`config.mk`:
```
export PLATFORM = sky130hd
export DESIGN_NAME = conv_cfg_regs
export DESIGN_NICKNAME = d
export VERILOG_FILES = /design/src/rtl/cfgreg_pkg.sv /design/src/rtl/cfg_strobe_detect.sv /design/src/rtl/cfg_coef_bank.sv /design/src/rtl/cfg_rowlen_guard.sv /design/src/rtl/conv_cfg_regs.sv
export SDC_FILE = /design/constraint.sdc
export NUM_CORES = 1
export LEC_CHECK = 0
export BUFFER_PORTS_ARGS = -buffer_cell sky130_fd_sc_hd__buf_2
export CAP_MARGIN = 10
export CORE_MARGIN = 8
export CORE_UTILIZATION = 30
export CTS_CLUSTER_DIAMETER = 50
export DETAILED_ROUTE_END_ITERATION = 10
export PLACE_DENSITY = 0.59
export SLEW_MARGIN = 20
export SYNTH_ARGS = -nofsm -noshare
export SYNTH_HDL_FRONTEND = slang
export SYNTH_SLANG_ARGS = --single-unit
export TNS_END_PERCENT = 30
```
`constraint.sdc`:
```
create_clock -name clk -period 3 [get_ports clk]
set_input_delay 0.3 -clock clk [delete_from_list [all_inputs] [get_ports clk]]
set_output_delay 0.3 -clock clk [all_outputs]
set_load 0.01 [all_outputs]
```
`src/rtl/cfgreg_pkg.sv`:
```
package cfgreg_pkg;
  localparam int unsigned CIN_W     = 10;
  localparam int unsigned ADDR_W    = 3;
  localparam int unsigned COEF_W    = 8;
  localparam int unsigned TAPS      = 9;
  localparam int unsigned UCODE_W   = 10;
  localparam int unsigned ROWLEN_W  = 10;
  localparam int unsigned INIT_W    = 9;
  localparam int unsigned AUTO_LOCK = 1024;
  localparam logic [UCODE_W-1:0] UCODE_DEFAULT = 10'b0000011000;

  typedef enum logic [ADDR_W-1:0] {
    RA_UCODE  = 3'd0,
    RA_ROWLEN = 3'd1,
    RA_INIT   = 3'd2,
    RA_BANK0  = 3'd3,
    RA_BANK1  = 3'd4
  } reg_addr_e;

  // Address of coefficient bank b
  function automatic logic [ADDR_W-1:0] bank_addr(input int unsigned b);
    return (b == 0) ? RA_BANK0 : RA_BANK1;
  endfunction
endpackage

```
`src/rtl/cfg_strobe_detect.sv`:
```
module cfg_strobe_detect (
  input  logic clk,
  input  logic rst_n,
  input  logic cs_n,
  input  logic ld_n,
  output logic wr_ev
);
  logic armed_q;

  // Armed when both strobes were low at the last sample
  always_ff @(posedge clk or negedge rst_n) begin
    if (!rst_n) armed_q <= 1'b0;
    else        armed_q <= ~ld_n & ~cs_n;
  end

  // Write completes when load is seen released
  assign wr_ev = armed_q & ld_n;
endmodule

```
`src/rtl/cfg_coef_bank.sv`:
```
module cfg_coef_bank #(
  parameter int unsigned TAPS   = 9,
  parameter int unsigned COEF_W = 8
) (
  input  logic                     clk,
  input  logic                     rst_n,
  input  logic                     wr,
  input  logic                     restart,
  input  logic [COEF_W-1:0]        wdata,
  output logic [TAPS*COEF_W-1:0]   coef_o
);
  localparam int unsigned IDX_W = (TAPS > 1) ? $clog2(TAPS) : 1;

  logic [IDX_W-1:0] idx_q;
  logic [IDX_W-1:0] tap_use;

  function automatic logic [IDX_W-1:0] tap_next(input logic [IDX_W-1:0] cur);
    return (cur == IDX_W'(TAPS-1)) ? '0 : cur + 1'b1;
  endfunction

  assign tap_use = restart ? '0 : idx_q;

  always_ff @(posedge clk or negedge rst_n) begin
    if (!rst_n)  idx_q <= '0;
    else if (wr) idx_q <= tap_next(tap_use);
  end

  for (genvar t = 0; t < TAPS; t++) begin : g_tap
    logic [COEF_W-1:0] c_q;
    always_ff @(posedge clk or negedge rst_n) begin
      if (!rst_n)                              c_q <= '0;
      else if (wr && tap_use == IDX_W'(t))     c_q <= wdata;
    end
    assign coef_o[t*COEF_W +: COEF_W] = c_q;
  end
endmodule

```
`src/rtl/cfg_rowlen_guard.sv`:
```
module cfg_rowlen_guard #(
  parameter int unsigned ROWLEN_W = 10,
  parameter int unsigned LIMIT    = 1024
) (
  input  logic                clk,
  input  logic                rst_n,
  input  logic                wr,
  input  logic [ROWLEN_W-1:0] wdata,
  output logic [ROWLEN_W-1:0] rowlen_o,
  output logic                locked_o
);
  localparam int unsigned CNT_W = (LIMIT > 1) ? $clog2(LIMIT) : 1;

  logic [CNT_W-1:0] cnt_q;
  logic             timeout;
  logic             accept;

  assign timeout = (cnt_q == CNT_W'(LIMIT-1));
  assign accept  = wr & ~locked_o;

  always_ff @(posedge clk or negedge rst_n) begin
    if (!rst_n) begin
      cnt_q    <= '0;
      locked_o <= 1'b0;
      rowlen_o <= '0;
    end else if (!locked_o) begin
      cnt_q <= cnt_q + 1'b1;
      if (accept) begin
        rowlen_o <= wdata;
        locked_o <= 1'b1;
      end else if (timeout) begin
        rowlen_o <= '0;
        locked_o <= 1'b1;
      end
    end
  end
endmodule

```
`src/rtl/conv_cfg_regs.sv`:
```
module conv_cfg_regs
  import cfgreg_pkg::*;
#(
  parameter int unsigned DW    = CIN_W,
  parameter int unsigned AW    = ADDR_W,
  parameter int unsigned CW    = COEF_W,
  parameter int unsigned NTAP  = TAPS,
  parameter int unsigned UW    = UCODE_W,
  parameter int unsigned RW    = ROWLEN_W,
  parameter int unsigned IW    = INIT_W,
  parameter int unsigned LOCKT = AUTO_LOCK
) (
  input  logic               clk,
  input  logic               rst_n,
  input  logic [DW-1:0]      cfg_data,
  input  logic [AW-1:0]      cfg_addr,
  input  logic               cs_n,
  input  logic               ld_n,
  input  logic               alu_en,
  output logic [UW-1:0]      ucode_o,
  output logic [RW-1:0]      rowlen_o,
  output logic [IW-1:0]      init_o,
  output logic [NTAP*CW-1:0] coef0_o,
  output logic [NTAP*CW-1:0] coef1_o,
  output logic [CW-1:0]      alu_op_o,
  output logic               row_lock_o
);
  localparam int unsigned NBANK = 2;

  logic          wr_ev;
  logic [AW-1:0] last_addr_q;
  logic          wr_ucode, wr_rowlen, wr_init;
  logic [NTAP*CW-1:0] bank_out [NBANK];

  cfg_strobe_detect u_strobe (
    .clk   (clk),
    .rst_n (rst_n),
    .cs_n  (cs_n),
    .ld_n  (ld_n),
    .wr_ev (wr_ev)
  );

  assign wr_ucode  = wr_ev && (cfg_addr == RA_UCODE);
  assign wr_rowlen = wr_ev && (cfg_addr == RA_ROWLEN);
  assign wr_init   = wr_ev && (cfg_addr == RA_INIT);

  always_ff @(posedge clk or negedge rst_n) begin
    if (!rst_n)       last_addr_q <= '0;
    else if (wr_ev)   last_addr_q <= cfg_addr;
  end

  always_ff @(posedge clk or negedge rst_n) begin
    if (!rst_n)         ucode_o <= UCODE_DEFAULT;
    else if (wr_ucode)  ucode_o <= cfg_data[UW-1:0];
  end

  always_ff @(posedge clk or negedge rst_n) begin
    if (!rst_n)        init_o <= '0;
    else if (wr_init)  init_o <= cfg_data[IW-1:0];
  end

  cfg_rowlen_guard #(.ROWLEN_W(RW), .LIMIT(LOCKT)) u_rowlen (
    .clk      (clk),
    .rst_n    (rst_n),
    .wr       (wr_rowlen),
    .wdata    (cfg_data[RW-1:0]),
    .rowlen_o (rowlen_o),
    .locked_o (row_lock_o)
  );

  for (genvar b = 0; b < NBANK; b++) begin : g_bank
    logic hit;
    logic restart;
    assign hit     = wr_ev && (cfg_addr == bank_addr(b));
    assign restart = (last_addr_q != bank_addr(b));
    cfg_coef_bank #(.TAPS(NTAP), .COEF_W(CW)) u_bank (
      .clk     (clk),
      .rst_n   (rst_n),
      .wr      (hit),
      .restart (restart),
      .wdata   (cfg_data[CW-1:0]),
      .coef_o  (bank_out[b])
    );
  end

  assign coef0_o = bank_out[0];
  assign coef1_o = bank_out[1];

  always_ff @(posedge clk or negedge rst_n) begin
    if (!rst_n)       alu_op_o <= '0;
    else if (alu_en)  alu_op_o <= cfg_data[CW-1:0];
  end
endmodule

```
### Word-level counts from Yosys, hierarchy flattened

Cells that the tools add are included.

* add/subtract/negate cells: 3
* multiplexer cells: 9
* reduce and logical (&&, ||, !) cells: 28
* equality and inequality tests: 23
* bitwise gates (word level): 6

Operators by type and width (count)
* equality test 4 x 3 -> 1 bit (second input constant): 8
* logical AND 1 bit: 23
* 2-to-1 mux 10 bit: 2
* equality test 4 x 2 -> 1 bit (second input constant): 4
* 2-to-1 mux 4 bit: 4
* adder 10 x 1 -> 10 bit (second input constant): 1
* equality test 10 bit (second input constant): 1
* adder 4 x 1 -> 4 bit (second input constant): 2
* equality test 4 x 1 -> 1 bit (second input constant): 2
* equality test 4 bit (second input constant): 2
* zero test 4 bit: 2
* equality test 3 x 2 -> 1 bit (second input constant): 2
* AND 1 bit: 3
* equality test 3 x 1 -> 1 bit (second input constant): 1
* equality test 3 bit (second input constant): 1
* zero test 3 bit: 1
* 2-to-1 mux 1 bit: 3
* != test 3 x 2 -> 1 bit (second input constant): 1
* != test 3 bit (second input constant): 1
* inverter 1 bit: 3
* AND reduction 2 bit: 1
* nonzero test 2 bit: 1

* word-level logic and storage cells: 97
* output and inout port bits: 182
* register bits after elaboration: 204

### Depth between registers and ports, before layout

Gate-level depths: netlist (run 1).

* word-level depth: 5
* mapped depth: 8
* gate-level depth less buffers: 7

### By module

Synthesis (run 1) repeated with hierarchy kept, for this count alone.

* cells, all modules: 528
* area, all modules: 8199.1 sq um

By module, submodules not included
* cfg_coef_bank: seq. area each 1901.8 sq um, area each 2981.6 sq um, cells an instance 185, instances 2
* conv_cfg_regs: seq. area each 753.2 sq um, area each 1228.7 sq um, cells an instance 72, instances 1
* cfg_rowlen_guard: seq. area each 525.5 sq um, area each 972.2 sq um, cells an instance 83, instances 1
* cfg_strobe_detect: seq. area each 25.0 sq um, area each 35.0 sq um, cells an instance 3, instances 1

### Worst setup path after synthesis (run 1)

Ideal clock, no wire load.

* kind: reg2reg
* from: register last_addr_q[0]
* to: register g_bank[1].u_bank.g_tap[7].c_q[7]
* data arrival time: 2.129 ns
* setup slack: 0.746 ns
* stages on the path, launching flop included: 9
* required time: 2.875 ns
* cells stage by stage: dfrtp_1 > nor3b_2 > buf_6 > nand2_1 > inv_1 > ha_1 > and3b_1 > nand4_4 > mux2_4

* word-level cells in the longest chain between the ends: 4

RTL lines
* from (decl): RTL line conv_cfg_regs.sv:31 `logic [AW-1:0] last_addr_q;`
* from (signal assigned): RTL line conv_cfg_regs.sv:49 `else if (wr_ev) last_addr_q <= cfg_addr;`
* != test 3 bit: RTL line conv_cfg_regs.sv:75 `assign restart = (last_addr_q != bank_addr(b));`
* 2-to-1 mux 4 bit: RTL line cfg_coef_bank.sv:21 `assign tap_use = restart ? '0 : idx_q;`
* equality test 4 x 3 -> 1 bit: RTL line cfg_coef_bank.sv:32 `else if (wr && tap_use == IDX_W'(t)) c_q <= wdata;`
* logical AND 1 bit: RTL line cfg_coef_bank.sv:32
* to (signal assigned): RTL line cfg_coef_bank.sv:32
* to (decl): RTL line cfg_coef_bank.sv:29 `logic [COEF_W-1:0] c_q;`

Every way passes these cells.
A chain may end at the register's enable or synchronous reset.

### Worst setup path in the final report (run 1)

* from: register last_addr_q[0]
* to: register g_bank[1].u_bank.g_tap[7].c_q[4]

Same word-level chain as after synthesis.

==> out/metrics.csv, run 1 <==
metric;value;unit
DRC viols;0;
WP data required;3400;ps
FF/Latch Area;5110;um2
RSZ-0062 raised after global routing;false;
DR WL/cell;20.0;um
layout cells sized above 1;0.574;
LEAKAGE;5.90;nW
Worst Path Buf+Inv;1;
CTS Root Cell;clkbuf_16;
I/O pin cnt;200;
Final Hold Viols;0;
fin worst setup slack;770;ps
multi-input logic area;3450;um2
Slew @ Worst Pin;921;ps
Fin Setup TNS;0;ps
Clock Skews;13.2;ps
clock buffer depth;3;
worst r2r src;last_addr_q[0];
initial DRC count;158;
largest net degree at the start of global routing;80;
Cells after Synth;572;
CP Launch Type;register;
DPL Wire Length;16.1;mm
Vias/cell;4.68;
Final GP Congestion;0.761;
Peak VDD IR;448;uV
vias in the first global route;5843;
Layout Nets;795;
fmax;448;MHz
Final ANT Viol Nets;0;
final setup fails;0;
post-synthesis sequential area ratio;0.580;
Post-synth EDFFs;0;
PortBufs;199;
most frequent cells in the layout;dfrtp_1 (202), buf_2 (198), mux2_2 (117), mux2_4 (56), clkbuf_16 (27);
CTS tree;done;
Area Growth Syn to Fin;26.1;%
Critical Path Sink Type;register;
FFs w/ async S/R, synth;1.00;
CTS Sinks;204;
Hold Path Class;in -> reg;
Tcrit/Tclk final;0.743;
CP Class;reg -> reg;
slowest stage delay, CP;420;ps
most common cell after layout, fill and taps aside;dfrtp_1;
CTS Hold Bufs;2;
slew margin rel.;0.381;
WP data arrival;2630;ps
Worst Setup SP;last_addr_q[0];
# rows;62;
Mapped Nets;595;
Ys Warns;0;
Worst path top cell family by delay;simple AND/OR/NAND/NOR gates;
first-pass GRT wire length;37.0;mm
total global-route track usage;0.132;
initial antenna violation count;1;
initial core utilization;0.306;
clock buffer count from CTS;27;
post-place setup slack;719;ps
placed cell count;1125;
Syn Std Cell Area;8810;um2
Post-Route WL;23.5;mm
status;completed;
Hold Path Origin;ld_n;
Clock transition at path regs;60;ps
count of non-filler cells in the finished layout;1175;
layout filler cell count;2762;
Top FF cell, synth;dfrtp_1;
Hold Slack;44.0;ps
pwr/cell area;637;nW/um2
n_diodes;0;
Clk Latency, worst-skew pair;520;ps
Max-Cap Viols;0;
synthesized flop and latch total;204;
worst path cell trace;nor3b_2, nand2_1, inv_1, ha_1, and3b_1, nand4_4, mux2_4;
DRT Pass-1 Iters;4;
die width;187;um
Yosys cell types;47;
CP max-delay cell;dfrtp_1;
Die ar.;35100;um2
max-slew violations;0;
H-tree levels;1;
Overflow after GRT;0;
via count;5494;
CTS-repair resized insts;0;
critical path fanouts, max;8;
fin crit period;2230;ps
chip height;187;um
Cell Area, Placed;10200;um2
Syn Area/Cell;15.4;um2
core area;28800;um2
post-CTS setup buffer count;0;
final instance area;11100;um2
-- area by class of cell --
class | instances | area share
clock buffers | 33 | 0.0665
clock inverters | 15 | 0.0139
inverters | 10 | 0.00338
multi-input cells | 317 | 0.311
flip-flops and latches | 204 | 0.460
well taps | 384 | 0.0433
repair buffers | 212 | 0.102
-- where the power goes --
part | leakage, nW | internal [W] | switching (W)
Combinational | 2.76 | 0.000341 | 0.000448
Clock | 0.441 | 0.00193 | 0.00122
Sequential | 2.70 | 0.00296 | 0.000177
-- worst register-to-register path, stage by stage (launching register included) --
cell and delay, ps:
dfrtp_1 420, nor3b_2 400, nand2_1 140, inv_1 80
ha_1 250, and3b_1 240, nand4_4 240, mux2_4 370
-- Yosys cell counts (2+ instances only) --
cell       instances  share of area
nor4b_1            3         0.0030
a22o_1             2         0.0020
buf_4              2         0.0017
inv_1             10         0.0043
nand3_1            5         0.0028
nand4_1            2         0.0014
buf_2              7         0.0040
o21a_1             2         0.0017
nor4b_2            2         0.0034
nor3_1             3         0.0017
o21ai_0           22          0.013
nor4_1             2         0.0014
nand4b_1           2         0.0020
mux2_2           117           0.15
clkbuf_1          27          0.012
buf_6              4         0.0051
nand2_1           16         0.0068
xor2_1             3         0.0030
a21oi_1            2         0.0011
o2111ai_1          2         0.0020
nand4_4           14          0.034
nor2b_1            2         0.0014
and2_1             2         0.0014
and4b_1            3         0.0034
o211ai_1           4         0.0034
mux2_1             3         0.0038
mux2_4            56          0.095
and4bb_2           2         0.0028
ha_1               5         0.0071
o2111ai_4          2         0.0060
and3b_1            7         0.0070
xnor2_1            6         0.0060
dfrtp_1          202           0.57
dfstp_2            2         0.0060
nor4bb_1           2         0.0023
a32oi_1           10         0.0099
o2111a_1           2         0.0026
nor2_1             4         0.0017
-- metrics by stage --
stage / utilization / total power (W)
6_report: 0.386 / 0.00707
5_1_grt: 0.386 / 0.00739
4_1_cts: 0.386 / 0.00718
3_5_place_dp: 0.354 / 0.00399
3_3_place_gp: 0.354 / 0.00397
2_1_floorplan: - / 0.00362
-- state kept, by name, summed over array words and instances (netlist names) --
register and flops:
g_bank.u_bank.idx_q 8, u_rowlen.rowlen_o 10, u_strobe.armed_q 1, ucode_o 10, last_addr_q 3, u_rowlen.locked_o 1
init_o 9, u_rowlen.cnt_q 10, g_bank.u_bank.g_tap.c_q 144, alu_op_o 8
-- metal layers --
metal | routed length (um) | share of wire | track usage | vias to the layer above
met3 | 1330 | 0.057 | 0.0362 | 38
met1 | 9750 | 0.42 | 0.163 | 2817
met2 | 11700 | 0.50 | 0.223 | 144
li1 | - | - | - | 2493
met4 | 653 | 0.028 | 0.0385 | 2
met5 | 10 | 0.00043 | 0 | -
-- cell families after synthesis --
group / Yosys count / synth area share
DFF: 204 / 0.580
muxes: 176 / 0.249
and+or+nand+nor: 78 / 0.0841
buffers and inverters: 51 / 0.0288
AOI/OAI and AO/OA: 49 / 0.0422
xor gates and xnor gates: 9 / 0.00895
adders and majority gates: 5 / 0.00710
-- path summary, 6_finish.rpt --
| kind | endpoint | slack, ps | cells past startpoint |
|---|---|---|---|
| hold reg to reg | u_rowlen.cnt_q[8] | 470 | 1 |
| max in group asynchronous | g_bank[1].u_bank.g_tap[4].c_q[7] | 1890 | 3 |
| setup reg to reg | g_bank[1].u_bank.g_tap[7].c_q[4] | 770 | 7 |
| setup / recovery | g_bank[1].u_bank.g_tap[7].c_q[4] | 770 | 7 |
| min in group asynchronous | g_bank[0].u_bank.g_tap[6].c_q[7] | 310 | 2 |
| hold / removal | u_strobe.armed_q | 40 | 2 |
Note: power is estimated with default switching activity, not from simulation.
==> run 2, diff against run 1 <==
Settings changed: PLACE_DENSITY 0.59 to 0.61.
Clock period 3 ns to 2.05 ns, I/O delays scaled along.
==> run 2 against run 1 <==
Compared with the run above:
- non-clock buffer count grew 16
- first-iteration DRC count grew 27%
- critical path depth is the same
- critical path type unchanged
==> out/metrics.csv, run 2 (same netlist as run 1, synthesis figures left out) <==
metric;value;unit;change
status;completed;;
initial DRC count;200;;+27%
I/O pin cnt;200;;unchanged
Tcrit/Tclk final;0.954;;+0.211
initial antenna violation count;2;;+1
clock buffer depth;3;;unchanged
vias in the first global route;5937;;+1.6%
Final ANT Viol Nets;0;;unchanged
fin util;0.392;;+0.00661
die width;187;um;unchanged
FF/Latch Area;5110;um2;about the same
via count;5560;;+1.2%
initial core utilization;0.306;;unchanged
Final Hold Viols;0;;unchanged
Clk Latency, worst-skew pair;520;ps;about the same
most common cell after layout, fill and taps aside;dfrtp_1;;
Cell Area, Placed;10300;um2;+1.4%
DRT Pass-1 Iters;4;;unchanged
register bank with the most flops;g_bank.u_bank.g_tap.c_q;;
Layout Nets;810;;+1.9%
DPL Wire Length;16.6;mm;+2.9%
Clock transition at path regs;60;ps;about the same
LEAKAGE;5.99;nW;+1.4%
Critical Path Sink Type;register;;
chip height;187;um;unchanged
Area Growth Syn to Fin;28.2;%;
CP Class;reg -> reg;;
Slew @ Worst Pin;795;ps;-125 ps
first-pass GRT wire length;37.6;mm;+1.7%
max-slew violations;0;;unchanged
Largest register FFs;144;;unchanged
Die ar.;35100;um2;unchanged
critical path fanouts, max;8;;unchanged
core area;28800;um2;unchanged
met1 Use GR;0.165;;+0.00279
WP data arrival;2360;ps;-270 ps
final setup fails;0;;unchanged
PortBufs;199;;unchanged
final instance area;11300;um2;+1.7%
most frequent cells in the layout;dfrtp_1 (200), buf_2 (198), mux2_2 (117), mux2_4 (56), clkbuf_16 (27);;
clock buffer count from CTS;26;;-3.7%
largest net degree at the start of global routing;60;;-25%
met2 Use GR;0.235;;+0.0113
fin crit period;1960;ps;-274 ps
WP data required;2460;ps;-940 ps
DR WL/cell;20.3;um;+1.5%
global route hottest layer;met2;;
Post-Route WL;24.1;mm;+2.9%
CTS tree;done;;
Vias/cell;4.67;;-0.16%
Overflow after GRT;0;;unchanged
CP Launch Type;register;;
H-tree levels;1;;unchanged
Final GP Congestion;0.762;;about the same
total global-route track usage;0.135;;+0.00298
Max-Cap Viols;0;;unchanged
layout cells sized above 1;0.586;;+0.0117
layout filler cell count;2733;;-1.0%
DRC viols;0;;unchanged
slew margin rel.;0.470;;+0.0890
Hold Path Class;in -> reg;;
CTS Root Cell;clkbuf_16;;
total chip power;0.0103;W;+46%
Clock Skews;16.6;ps;+3.43 ps
pwr/cell area;914;nW/um2;+43%
fmax;511;MHz;+14%
RSZ-0062 raised after global routing;true;;
Fin Setup TNS;0;ps;unchanged
# rows;62;;unchanged
Peak VDD IR;620;uV;+38%
M3 GR Usage;0.0347;;-0.00149
multi-input logic area;3490;um2;+1.1%
CTS Sinks;204;;unchanged
==> run 2: cell count changes in the layout (fill, tap and decap cells not counted), sizes merged <==
cell and change:
buf +12, clkbuf +3, clkinv -2, clkinvlp -1, diode +1, dlygate4sd3 +4, inv -1
==> run 2: cell type report <==
cell class | instances | area share
timing repair buffer | 228 | 0.115
inverter | 10 | 0.00332
multi-input combinational | 317 | 0.309
antenna | 1 | 0.000222
clock inverter | 11 | 0.0107
sequential | 204 | 0.453
tap | 384 | 0.0425
clock buffer | 36 | 0.0664
==> run 2: final timing paths <==
check,start,end,slack (ps),depth (start not counted)
max in group asynchronous,rst_n,g_bank[0].u_bank.g_tap[7].c_q[4],1120,3
min in group asynchronous,rst_n,g_bank[0].u_bank.g_tap[2].c_q[1],210,2
max reg2reg,last_addr_q[0],g_bank[1].u_bank.g_tap[7].c_q[6],90,7
max,last_addr_q[0],g_bank[1].u_bank.g_tap[7].c_q[6],90,7
min reg2reg,u_rowlen.cnt_q[8],u_rowlen.cnt_q[8],480,1
min,alu_en,alu_op_o[6],90,2
==> run 2: worst max-delay path: stages (launching register included) <==
cell,delay (ps)
dfrtp_2,430
nor3b_4,330
nand2_4,80
inv_2,80
ha_4,140
and3b_2,200
nand4_4,220
mux2_4,360
==> run 2: power by group <==
group	total, W	switching [W]	internal (W)	leakage [nW]
clock	0.00453	0.00172	0.00281	0.430
combinational	0.00121	0.000681	0.000527	2.86
sequential	0.00458	0.000251	0.00433	2.70
total	0.0103	0.00265	0.00766	5.99
==> run 2: per-stage QoR <==
stage / std cells / setup WS [ps] / hold WS [ps]
finish: 1191 / 93.5 / 94.8
global placement: 1134 / 73.1 / 212
floorplan: 572 / -43.8 / -90.6
detailed placement: 1134 / 30.2 / 216
CTS: 1187 / 23.9 / 72.1
global route: 1190 / -6.82 / 99.1
==> run 2: metal layers <==
metal,wire length [um],vias up
met4,511,2
met1,10100,2862
met5,8,-
met2,12100,133
met3,1340,39
li1,-,2524
==> run 2: repair_timing <==
action / in CTS / in global routing
setup buffers: 0 / 3
hold buffers: 6 / 0
hold endpoints to repair: 57 / 0
gates resized for setup: 0 / 4
setup endpoints to repair: 0 / 40
==> run 3, diff against run 2 <==
Settings changed: BUFFER_PORTS_ARGS -buffer_cell sky130_fd_sc_hd__buf_2 to default, DONT_BUFFER_PORTS from default to 1, PLACE_DENSITY 0.61 to 0.55.
==> run 3 against run 2 <==
Compared with the run above:
- the flow now finishes with violations (negative hold slack)
- non-clock buffer count shrank 195
- fmax fell by 0.80%
- design area is 7.9% lower
- cell count shrank 16%
- routed wire length grew 0.39%
- worst hold slack got worse by 680 ps
- via count down 11%
- global-route usage fell by 0.15 points
- first-iteration DRC count increased by 85%
- critical path depth shrank 1
- critical endpoint is now g_bank[1].u_bank.g_tap[4].c_q[7]
- largest cell class unchanged
- largest power group unchanged
==> out/metrics.csv, run 3 (same netlist as run 1, synthesis figures left out) <==
metric;value;unit;change
Layout Nets;616;;-24%
Cell Area, Placed;9250;um2;-10%
DPL Wire Length;16.3;mm;-1.8%
H-tree levels;1;;unchanged
failing checks;negative hold slack;;
initial core utilization;0.306;;unchanged
total global-route track usage;0.134;;-0.00151
CTS Hold Bufs;16;;+10
PortBufs;0;;-100%
Overflow after GRT;0;;unchanged
chip height;187;um;unchanged
R2R cell count;6;;-1
post-place setup slack;62.6;ps;+32.5 ps
worst path cell trace;nor3b_4, nand2_4, ha_2, and3b_1, nand4_4, mux2_4;;
I/O pin cnt;200;;unchanged
# rows;62;;unchanged
Final GP Congestion;0.736;;-3.4%
Largest register FFs;144;;unchanged
register bank with the most flops;g_bank.u_bank.g_tap.c_q;;
WP data arrival;2370;ps;about the same
LEAKAGE;5.01;nW;-16%
largest net degree at the start of global routing;205;;+240%
WP data required;2450;ps;about the same
Worst Setup SP;last_addr_q[0];;
slowest stage delay, CP;430;ps;about the same
core area;28800;um2;unchanged
DRC viols;0;;unchanged
CP Class;reg -> reg;;
die width;187;um;unchanged
Final ANT Viol Nets;0;;unchanged
layout cells sized above 1;0.454;;-0.132
Hold Path Class;in -> async;;
Max-Cap Viols;0;;unchanged
Critical Path Sink Type;register;;
via count;4962;;-11%
Reg2Reg Capture Point;g_bank[1].u_bank.g_tap[4].c_q[7];;
initial antenna violation count;0;;-2
Final Hold Viols;204;;+204
DRT Pass-1 Iters;5;;+1
r2r setup slk;80;ps;-20 ps
vias in the first global route;5155;;-13%
pwr/cell area;962;nW/um2;+5.3%
first-pass GRT wire length;36.2;mm;-3.8%
slew margin rel.;0.515;;+0.0457
n_diodes;0;;-1
critical path fanouts, max;8;;unchanged
final setup fails;0;;unchanged
CTS tree;done;;
clock buffer depth;3;;unchanged
Post-Route WL;24.2;mm;+0.39%
Die ar.;35100;um2;unchanged
CP max-delay cell;dfrtp_1;;
CTS Sinks;204;;unchanged
worst r2r src;last_addr_q[0];;
DR WL/cell;24.3;um;+20%
CP Launch Type;register;;
Clock transition at path regs;60;ps;about the same
Vias/cell;4.98;;+6.6%
initial DRC count;370;;+85%
fin crit period;1970;ps;+15.7 ps
most common cell after layout, fill and taps aside;dfrtp_1;;
fin worst setup slack;77.8;ps;-15.7 ps
clock buffer count from CTS;27;;+3.8%
Clk Latency, worst-skew pair;520;ps;about the same
fin util;0.361;;-0.0311
Tcrit/Tclk final;0.962;;+0.00767
max-slew violations;0;;unchanged
Clock Skews;18.8;ps;+2.16 ps
most frequent cells in the layout;dfrtp_1 (201), mux2_2 (116), mux2_4 (57), clkbuf_16 (27), o21ai_0 (22);;
status;finished, violations left;;
Hold Slack;-586;ps;-681 ps
Peak VDD IR;627;uV;+1.2%
Area Growth Syn to Fin;18.0;%;
CTS Root Cell;clkbuf_16;;
Fin Setup TNS;0;ps;unchanged
final instance area;10400;um2;-7.9%
fmax;507;MHz;-0.80%
Slew @ Worst Pin;727;ps;-68.6 ps
[run 3: cell type report]
cell class	count	area, um2
Inverter	10	37.5
Sequential cell	204	5110
Fill cell	2713	18400
Clock buffer	36	739
Clock inverter	13	129
Timing Repair Buffer	33	393
Tap cell	384	480
Multi-Input combinational cell	317	3510
[run 3: how the worst max path moves through the flow]
stage | to | slack (ps) | depth (start not counted)
after floorplan | g_bank[1].u_bank.g_tap[7].c_q[7] | -40 | 8
after global placement | g_bank[1].u_bank.g_tap[4].c_q[0] | 120 | 6
after detailed placement | g_bank[1].u_bank.g_tap[7].c_q[2] | 60 | 7
after CTS | g_bank[0].u_bank.g_tap[7].c_q[7] | 30 | 7
after global routing | g_bank[0].u_bank.g_tap[7].c_q[5] | -10 | 7
final | g_bank[1].u_bank.g_tap[4].c_q[7] | 80 | 6
[run 3: what timing repair did]
| item | CTS | global route |
|---|---|---|
| buffers inserted | 0 | 2 |
| resized for setup | 0 | 8 |
| endpoints found under the setup margin | 0 | 48 |
| hold endpoints to repair | 393 | 204 |
[run 3: layer usage]
metal / part of all wire / global-route usage / wire length, um / up-vias
li1: - / - / - / 2136
met1: 0.40 / 0.158 / 9590 / 2602
met2: 0.47 / 0.217 / 11400 / 185
met3: 0.11 / 0.0606 / 2620 / 39
met4: 0.025 / 0.0363 / 606 / 0
met5: 0 / 0 / 0 / -
[run 3: report_power, final]
| part | total [W] | internal (W) | switching [W] |
|---|---|---|---|
| Combinational | 0.000799 | 0.000413 | 0.000386 |
| Sequential | 0.00476 | 0.00433 | 0.000435 |
| Clock | 0.00444 | 0.00269 | 0.00175 |
[run 3: stage by stage]
step / power (W) / cells
after CTS: 0.0101 / 995
after floorplan: 0.00532 / 572
final: 0.0100 / 997
after global placement: 0.00543 / 930
after global routing: 0.0104 / 997
after detailed placement: 0.00548 / 930
[run 3: critical path: cells and delay by family, from the launching register on]
kind / cells / cell delay (ps)
muxes: 1 / 330
DFF: 1 / 430
adders and majority gates: 1 / 210
and+or+nand+nor: 4 / 880
